`src/rtl/rxq_pkg.sv`:
```
package rxq_pkg;
    typedef enum logic [1:0] {
        CAUSE_NONE  = 2'b00,
        CAUSE_LEVEL = 2'b01,
        CAUSE_IDLE  = 2'b10
    } rxq_cause_e;

    function automatic int unsigned thr_bytes(input logic [1:0] sel);
        case (sel)
            2'd0:    return 1;
            2'd1:    return 4;
            2'd2:    return 8;
            default: return 14;
        endcase
    endfunction
endpackage

```
`src/rtl/rxq_store.sv`:
```
module rxq_store #(
    parameter int DW    = 8,
    parameter int DEPTH = 16,
    localparam int AW   = $clog2(DEPTH),
    localparam int CW   = $clog2(DEPTH + 1)
) (
    input  logic          clk,
    input  logic          rst_n,
    input  logic          push,
    input  logic [DW-1:0] push_data,
    input  logic          pop,
    output logic [DW-1:0] head,
    output logic [CW-1:0] cnt,
    output logic          empty,
    output logic          push_ok,
    output logic          pop_ok,
    output logic          ovr
);
    typedef struct packed {
        logic [AW-1:0] wr;
        logic [AW-1:0] rd;
        logic [CW-1:0] cnt;
        logic          ovr;
    } st_t;

    st_t st_d, st_q;
    logic full;
    logic [DW-1:0] mem [DEPTH];

    always_comb begin
        full    = (st_q.cnt == CW'(DEPTH));
        empty   = (st_q.cnt == '0);
        push_ok = push && !full;
        pop_ok  = pop && !empty;
        st_d    = st_q;
        if (push_ok)
            st_d.wr = (st_q.wr == AW'(DEPTH - 1)) ? '0 : st_q.wr + 1'b1;
        if (pop_ok)
            st_d.rd = (st_q.rd == AW'(DEPTH - 1)) ? '0 : st_q.rd + 1'b1;
        case ({push_ok, pop_ok})
            2'b10:   st_d.cnt = st_q.cnt + 1'b1;
            2'b01:   st_d.cnt = st_q.cnt - 1'b1;
            default: st_d.cnt = st_q.cnt;
        endcase
        if (push && full)
            st_d.ovr = 1'b1;
    end

    always_ff @(posedge clk or negedge rst_n) begin
        if (!rst_n) st_q <= '0;
        else        st_q <= st_d;
    end

    always_ff @(posedge clk) begin
        if (push_ok) mem[st_q.wr] <= push_data;
    end

    assign head = mem[st_q.rd];
    assign cnt  = st_q.cnt;
    assign ovr  = st_q.ovr;


    cnt_bound_chk: assert property (@(posedge clk) disable iff (!rst_n)
        st_q.cnt <= CW'(DEPTH));

    empty_pop_chk: assert property (@(posedge clk) disable iff (!rst_n)
        (pop && empty && !push) |=> (st_q.cnt == '0));

    overrun_flag_chk: assert property (@(posedge clk) disable iff (!rst_n)
        (push && full) |=> st_q.ovr);

    overrun_drop_chk: assert property (@(posedge clk) disable iff (!rst_n)
        (push && full && !pop) |=> (st_q.cnt == CW'(DEPTH)));
endmodule

```
`src/rtl/rxq_trigger.sv`:
```
module rxq_trigger #(
    parameter int CW = 5
) (
    input  logic          clk,
    input  logic          rst_n,
    input  logic [CW-1:0] cnt,
    input  logic [1:0]    sel,
    output logic          thr_pulse,
    output logic          lvl_hit,
    output logic          rts
);
    import rxq_pkg::*;

    typedef struct packed {
        logic armed;
        logic pulse;
        logic rts;
    } st_t;

    st_t st_d, st_q;
    logic is_empty;

    always_comb begin
        lvl_hit  = (cnt >= CW'(thr_bytes(sel)));
        is_empty = (cnt == '0);
        st_d.armed = !lvl_hit;
        st_d.pulse = st_q.armed && lvl_hit;
        if (lvl_hit)
            st_d.rts = 1'b0;
        else if (sel == 2'd3)
            st_d.rts = 1'b1;
        else
            st_d.rts = is_empty ? 1'b1 : st_q.rts;
    end

    always_ff @(posedge clk or negedge rst_n) begin
        if (!rst_n) st_q <= '{armed: 1'b1, pulse: 1'b0, rts: 1'b1};
        else        st_q <= st_d;
    end

    assign thr_pulse = st_q.pulse;
    assign rts       = st_q.rts;


    pulse_width_chk: assert property (@(posedge clk) disable iff (!rst_n)
        st_q.pulse |=> !st_q.pulse);

    rts_hold_chk: assert property (@(posedge clk) disable iff (!rst_n)
        (sel != 2'd3 && !st_q.rts && cnt != '0 && $stable(sel)) |=> !st_q.rts);
endmodule

```
`src/rtl/rxq_timeout.sv`:
```
module rxq_timeout #(
    parameter int TMO_CHARS = 4,
    localparam int TW = $clog2(TMO_CHARS + 1)
) (
    input  logic clk,
    input  logic rst_n,
    input  logic tick,
    input  logic activity,
    input  logic empty,
    output logic tmo_pulse,
    output logic tmo_pend
);
    typedef struct packed {
        logic [TW-1:0] tcnt;
        logic          pulse;
    } st_t;

    st_t st_d, st_q;

    always_comb begin
        st_d = st_q;
        if (activity || empty)
            st_d.tcnt = '0;
        else if (tick && st_q.tcnt != TW'(TMO_CHARS))
            st_d.tcnt = st_q.tcnt + 1'b1;
        st_d.pulse = (st_d.tcnt == TW'(TMO_CHARS)) && (st_q.tcnt != TW'(TMO_CHARS));
    end

    always_ff @(posedge clk or negedge rst_n) begin
        if (!rst_n) st_q <= '0;
        else        st_q <= st_d;
    end

    assign tmo_pulse = st_q.pulse;
    assign tmo_pend  = (st_q.tcnt == TW'(TMO_CHARS));


    tmo_oneshot_chk: assert property (@(posedge clk) disable iff (!rst_n)
        st_q.pulse |=> !st_q.pulse);

    tmo_clear_chk: assert property (@(posedge clk) disable iff (!rst_n)
        activity |=> !tmo_pend);
endmodule

```
`src/rtl/uart_rxq_ctrl.sv`:
```
module uart_rxq_ctrl #(
    parameter int DW        = 8,
    parameter int DEPTH     = 16,
    parameter int TMO_CHARS = 4,
    localparam int CW       = $clog2(DEPTH + 1)
) (
    input  logic          clk,
    input  logic          rst_n,
    input  logic          rx_valid,
    input  logic [DW-1:0] rx_data,
    input  logic          rd_stb,
    output logic [DW-1:0] rd_data,
    input  logic [1:0]    thr_sel,
    input  logic          rdi_en,
    input  logic          char_tick,
    output logic [CW-1:0] fill_lvl,
    output logic          dma_evt,
    output logic          rx_irq,
    output logic [1:0]    irq_id,
    output logic          rts,
    output logic          ovr_flag
);
    import rxq_pkg::*;

    logic empty, push_ok, pop_ok;
    logic thr_pulse, lvl_hit, tmo_pulse, tmo_pend;
    rxq_cause_e cause;

    rxq_store #(.DW(DW), .DEPTH(DEPTH)) u_store (
        .clk(clk), .rst_n(rst_n),
        .push(rx_valid), .push_data(rx_data), .pop(rd_stb),
        .head(rd_data), .cnt(fill_lvl), .empty(empty),
        .push_ok(push_ok), .pop_ok(pop_ok), .ovr(ovr_flag)
    );

    rxq_trigger #(.CW(CW)) u_trig (
        .clk(clk), .rst_n(rst_n), .cnt(fill_lvl), .sel(thr_sel),
        .thr_pulse(thr_pulse), .lvl_hit(lvl_hit), .rts(rts)
    );

    rxq_timeout #(.TMO_CHARS(TMO_CHARS)) u_tmo (
        .clk(clk), .rst_n(rst_n), .tick(char_tick),
        .activity(push_ok || pop_ok), .empty(empty),
        .tmo_pulse(tmo_pulse), .tmo_pend(tmo_pend)
    );

    always_comb begin
        if (lvl_hit)       cause = CAUSE_LEVEL;
        else if (tmo_pend) cause = CAUSE_IDLE;
        else               cause = CAUSE_NONE;
    end

    assign irq_id  = cause;
    assign rx_irq  = rdi_en && (cause != CAUSE_NONE);
    assign dma_evt = thr_pulse || tmo_pulse;


    irq_idle_chk: assert property (@(posedge clk) disable iff (!rst_n)
        (fill_lvl == '0) |-> (irq_id == CAUSE_NONE));
endmodule

```
`config.mk`:
```
export PLATFORM = sky130hd
export DESIGN_NAME = uart_rxq_ctrl
export DESIGN_NICKNAME = d
export VERILOG_FILES = /design/src/rtl/rxq_pkg.sv /design/src/rtl/rxq_store.sv /design/src/rtl/rxq_trigger.sv /design/src/rtl/rxq_timeout.sv /design/src/rtl/uart_rxq_ctrl.sv
export SDC_FILE = /design/constraint.sdc
export NUM_CORES = 1
export LEC_CHECK = 0
export BUFFER_PORTS_ARGS = -buffer_cell sky130_fd_sc_hd__clkbuf_2
export CORE_ASPECT_RATIO = 0.6
export CORE_MARGIN = 3
export CORE_UTILIZATION = 65
export DETAILED_ROUTE_END_ITERATION = 8
export PLACE_DENSITY = 0.87
export SLEW_MARGIN = 0
export SYNTH_ARGS = -nofsm -noshare
export SYNTH_HDL_FRONTEND = slang
export SYNTH_SLANG_ARGS = --single-unit
export TNS_END_PERCENT = 100
```
`constraint.sdc`:
```
create_clock -name clk -period 6.1 [get_ports clk]
set_clock_uncertainty 0.05 [all_clocks]
set_input_delay 0.915 -clock clk [delete_from_list [all_inputs] [get_ports clk]]
set_output_delay 0.915 -clock clk [all_outputs]
set_load 0.02 [all_outputs]
```
==> After elaboration in Yosys (flattened, before gate mapping) <==
Memory sizes are Yosys's and may differ from the RTL's.
Cells that the tools add are included.
{ "word_totals": {"ff_bits": 21, "ram_bits": 128, "input_bits": 16, "out_inout_bits": 19, "word_cells": 58, "memories": 1} }
{ "op_classes": {"addsub": 5, "order_cmp": 1, "n_eq_ne": 11, "muxes": 13, "n_reduce_logical": 18} }
{ "memory_table": {"columns": ["name", "depth", "width", "rd", "rd_clocked_by_memory_dff", "write_ports", "line_no", "text"], "rows": [
  ["u_store.mem", 16, 8, 1, 0, 1, "rxq_store.sv:28", "logic [DW-1:0] mem [DEPTH];"]
]} }
{ "op_table": {"columns": ["cell", "count"], "rows": [
  ["$pmux 4 s3", 1],
  ["$pmux 5 s2", 1],
  ["$add 4x1->4 const B", 2],
  ["$eq 4x4->1 const B", 2],
  ["$mux 4", 2],
  ["$logic_and 1x1->1", 7],
  ["$eq 2x2->1 const B", 3],
  ["$eq 3x3->1 const B", 2],
  ["$mux 3", 2],
  ["$add 5x1->5 const B", 1],
  ["$eq 5x5->1 const B", 1],
  ["$ge 5x4->1", 1],
  ["$logic_not 5->1", 1],
  ["$mux 1", 5],
  ["$sub 5x1->5 const B", 1],
  ["$eq 2x1->1 const B", 2],
  ["$mux 2", 2],
  ["$reduce_bool 2->1", 2],
  ["$add 3x1->3 const B", 1],
  ["$logic_not 1->1", 3],
  ["$logic_or 1x1->1", 3],
  ["$ne 3x3->1 const B", 1],
  ["$reduce_bool 3->1", 1],
  ["$logic_not 2->1", 1]
]} }

==> Logic depth before layout (Yosys ltp) <==
{ "logic_depth": {"ltp_word": 8, "depth_mapped": 12, "mapped_depth_nobuf": 11} }

==> Modules after synthesis <==
From an unflattened synthesis, not the netlist that was laid out.
{ "hier_totals": {"hier_cells": 368, "area_unflattened_um2": 6334.8} }
{ "modules_own_cells": {"columns": ["mod", "n_inst", "cells_each", "area_each_um2", "seq_area_each_um2"], "rows": [
  ["rxq_store", 1, 317, 5830.6, 4194.0],
  ["rxq_timeout", 1, 22, 235.2, 100.1],
  ["rxq_trigger", 1, 24, 235.2, 77.6],
  ["uart_rxq_ctrl", 1, 5, 33.8, 0.0]
]} }

==> Worst setup path before layout <==
Ideal clock, no wire load.
{ "synth_path": {"kind": "input to output", "start": "in thr_sel[1]", "end": "out irq_id[1]", "arrival_ns": 2.316, "t_required_ns": 5.135, "setup_slack_ns": 2.819, "cell_stages": 8, "n_path_buf": 0, "path_cell_list": "nor2_1 > ha_1 > nand2b_1 > a21o_1 > a21o_1 > a211oi_2 > inv_2 > nor2_1"} }
{ "synth_between": {"elab_chain_len": 4, "word_cells_on_any_way": 6, "cone_classes": "order compare (1); eq/ne (2); mux (2); reduce/logical (1)"} }
{ "synth_lines": {"columns": ["item", "line_no", "text"], "rows": [
  ["from (decl)", "uart_rxq_ctrl.sv:13", "input logic [1:0] thr_sel,"],
  ["$eq 2x2->1, or another cell as far along", "rxq_pkg.sv:9", "case (sel)"],
  ["$pmux 4 s3 *", "rxq_pkg.sv:9", null],
  ["$ge 5x4->1 *", "rxq_trigger.sv:24", "lvl_hit = (cnt >= CW'(thr_bytes(sel)));"],
  ["via lvl_hit", "uart_rxq_ctrl.sv:26", "logic thr_pulse, lvl_hit, tmo_pulse, tmo_pend;"],
  ["$mux 2 *", "uart_rxq_ctrl.sv:48", "if (lvl_hit) cause = CAUSE_LEVEL;"],
  ["to (decl)", "uart_rxq_ctrl.sv:19", "output logic [1:0] irq_id,"]
]} }
Mark *: on every way through the listed nets, which the timed path passes. The rest lies on a longest branch.

==> Final worst setup path <==
{ "layout_path": {"start": "reg u_store.st_q[7] (netlist bit)", "end": "out rd_data[6]"} }
{ "layout_between": {"elab_chain_len": 1} }
{ "layout_lines": {"columns": ["item", "line_no", "text"], "rows": [
  ["from (decl)", "rxq_store.sv:26", "st_t st_d, st_q;"],
  ["from (signal assigned)", "rxq_store.sv:51", "else st_q <= st_d;"],
  ["$mem_v2 16x8", null, null],
  ["to (decl)", "uart_rxq_ctrl.sv:12", "output logic [DW-1:0] rd_data,"]
]} }
Every way passes these cells.

==> run_results.csv <==
group,metric,value,unit
run_status,outcome,"finished clean",
routing,first_pass_iters,5,
worst_setup_path,crit_path_start,"u_store.st_q[7]",
worst_setup_path,required,5.13,ns
sta,hold_viol,0,
floorplan,ios,35,
sta,min_period_over_period,65.2,%
yosys,yosys_warnings,0,
sta,fin_tns_setup,0,ns
worst_setup_path,r2r-end,"u_store.cnt[4]",
clock_tree,clockRootBuffer,"clkbuf_16",
sta,slew_headroom,25.3,%
routing,vias_per_cell,6.34,
clock_tree,cts-resized-gates,0,
yosys,syn-cell-area,6400,um^2
routing,wl,13000,um
yosys,ys_ff_latch,149,
global_routing,grt_max_degree,38,
final_layout,mostFrequentLayoutCells,"edfxtp_1, clkbuf_2, nand2_1, mux2i_1",
yosys,synth.distinct_cells,47,
routing,drtAntennaViolNets,0,
sta,fmax,0.252,GHz
clock_tree,cts_tree,"yes",
worst_setup_path,rr_startpoint,"u_store.cnt[2]",
clock_tree,max-clock-path-buffers,2,
global_routing,grt_pass1_vias,3608,
floorplan,start_util,68.4,%
routing,drc,0,
worst_setup_path,end_kind,"output port",
floorplan,fp.dieH,82.8,um
worst_setup_path,path_max_fanout,23,
placed_design,dp_hpwl,8180,um
routing,drt-wirelength-per-cell,22.6,um
final_layout,mostFrequentLayoutCell,"edfxtp_1",
worst_setup_path,crit_type,"register to output port",
sta,rsz0062_at_grt,"false",
yosys,syn_inst,398,
routing,route.vias.total,3650,
clock_tree,postCtsHoldBufs,0,
global_routing,grt-ovfl-total,0,
final_layout,finalNetCount,464,
yosys,seq_area_frac_synth,68.3,%
sta,setup_viol,0,
sta,slew_viol_final,0,
worst_setup_path,r2r_slack,3.23,ns
power,power_leakage,2.58,nW
final_layout,post_route_cells_drive_above_1_share,24.0,%
routing,drt_iter0_drc,440,
final_layout,num_antenna_cells,0,
placed_design,portBuffers,34,
clock_tree,cts_buffers,17,
min_path,hp-class,"primary input to asynchronous set/reset pin",
worst_setup_path,worst-r2r-cell-count,10,
floorplan,num_rows,27,
worst_setup_path,arrival,3.01,ns
floorplan,die_area,11100,um^2
final_layout,area_delta_synth_final,12.1,%
worst_setup_path,cp-start-kind,"register",
clock_tree,post_cts_buffers,0,
floorplan,dieWidth,134,um
floorplan,core,9360,um^2
sta,period_needed,3.98,ns
job,drv_cap,0,
final_layout,fin_util,76.7,%
yosys,synth_area_per_cell,16.1,um^2
power,powerDensity,487,nW/um^2
clock_tree,h-tree-depth,4,
global_routing,grt_pass1_wl,20700,um
yosys,syn_nets,429,
power,finalPower,3.49,mW
global_routing,antenna_found_initial,1,
clock_tree,cts.clk_slew.worst_paths,0.06,ns
power,vdd_drop_max,368,uV
clock_tree,numClockSinks,149,
placed_design,routabilityCongestion,0.842,
clock_tree,clock_latency,0.41,ns
global_routing,grt_usage,25.3,%
sta,tightest_slew,1.12,ns
## worst max-delay path by stage
stage                            end  slack (ns)
after floorplan            irq_id[1]        2.82
after global placement    rd_data[6]        2.64
after detailed placement  rd_data[0]        2.58
after CTS                 rd_data[6]        2.10
after global routing      rd_data[0]        1.88
final                     rd_data[6]        2.12
## sequential cells by signal, indices dropped and copies added, names as in the netlist
| register | count |
|---|---|
| u_store.cnt | 5 |
| u_store.mem | 128 |
| u_store.ovr | 1 |
| u_store.st_q | 8 |
| u_tmo.st_q | 3 |
| u_tmo.tmo_pulse | 1 |
| u_trig.rts | 1 |
| u_trig.st_q | 1 |
| u_trig.thr_pulse | 1 |
## metal layers
metal	wire (um)	vias up	global-route usage, %	part of all wire (%)
li1	-	1600	-	-
met1	5730	1830	37.6	44
met2	5930	189	37.1	46
met3	1080	29	7.08	8.3
met4	264	2	8.32	2.0
met5	10	-	0	0.077
## kinds of logic after synthesis
kind of cell	count (synthesis)	synth area share [%]
compound gates	70	7.88
xor+xnor	9	1.23
fa+ha+maj	15	2.93
buf+inv	37	3.42
flops	149	68.3
mux	50	11.1
simple gates	68	5.05
## area by class of cell
class                           count  area [um^2]
Tap cell                          130          163
Timing Repair Buffer               40          215
Clock inverter                     14          138
Fill cell                         511         2180
Inverter                           13         48.8
Multi-Input combinational cell    212         1810
Sequential cell                   149         4370
Clock buffer                       18          429
## synthesized netlist by cell type (all sizes together)
master / instances / area share, %
a21o: 4 / 0.47
buf: 19 / 2.4
dfstp: 2 / 0.82
or2: 1 / 0.098
nand2b: 4 / 0.43
nor4: 1 / 0.33
nand2: 25 / 1.5
xnor2: 7 / 0.96
dfrtp: 19 / 7.4
a21oi: 16 / 1.3
mux2i: 24 / 3.8
edfxtp: 128 / 60
and2: 2 / 0.20
a31o: 1 / 0.14
a311oi: 1 / 0.14
a221oi: 8 / 1.7
nor2: 18 / 1.1
o21ai: 22 / 1.7
nor4b: 1 / 0.14
nand3: 8 / 0.63
a211oi: 1 / 0.20
o31ai: 1 / 0.12
inv: 13 / 0.76
a21boi: 2 / 0.41
a31oi: 3 / 0.29
mux2: 10 / 1.8
o41ai: 2 / 0.39
xor2: 2 / 0.27
ha: 15 / 2.9
clkbuf: 5 / 0.29
a22oi: 8 / 0.94
nor3: 6 / 0.47
mux4: 16 / 5.6
nor2b: 2 / 0.20
o311ai: 1 / 0.14
## where the power goes
part           internal [mW]  switching (mW)  leakage, nW
Sequential              1.25           0.227         1.41
Combinational          0.439           0.579        0.909
Clock                  0.597           0.402        0.263
## per-stage QoR
stage	instances	worst slack (ns)	hold slack (ns)	area [um^2]
floorplan	398	2.82	0.448	6400
global placement	544	2.64	0.402	6610
detailed placement	544	2.58	0.416	6610
CTS	576	2.10	0.429	7170
global route	576	1.88	0.454	7170
finish	576	2.12	0.428	7170
## critical path, stage by stage, from the launching register on
cell and delay, ns:
dfrtp_1 1.05, nor2b_1 0.40, buf_4 0.31, a221oi_1 0.39, o21ai_0 0.16, nand2_1 0.12
clkbuf_2 0.17
(Power assumes the default switching activity.)
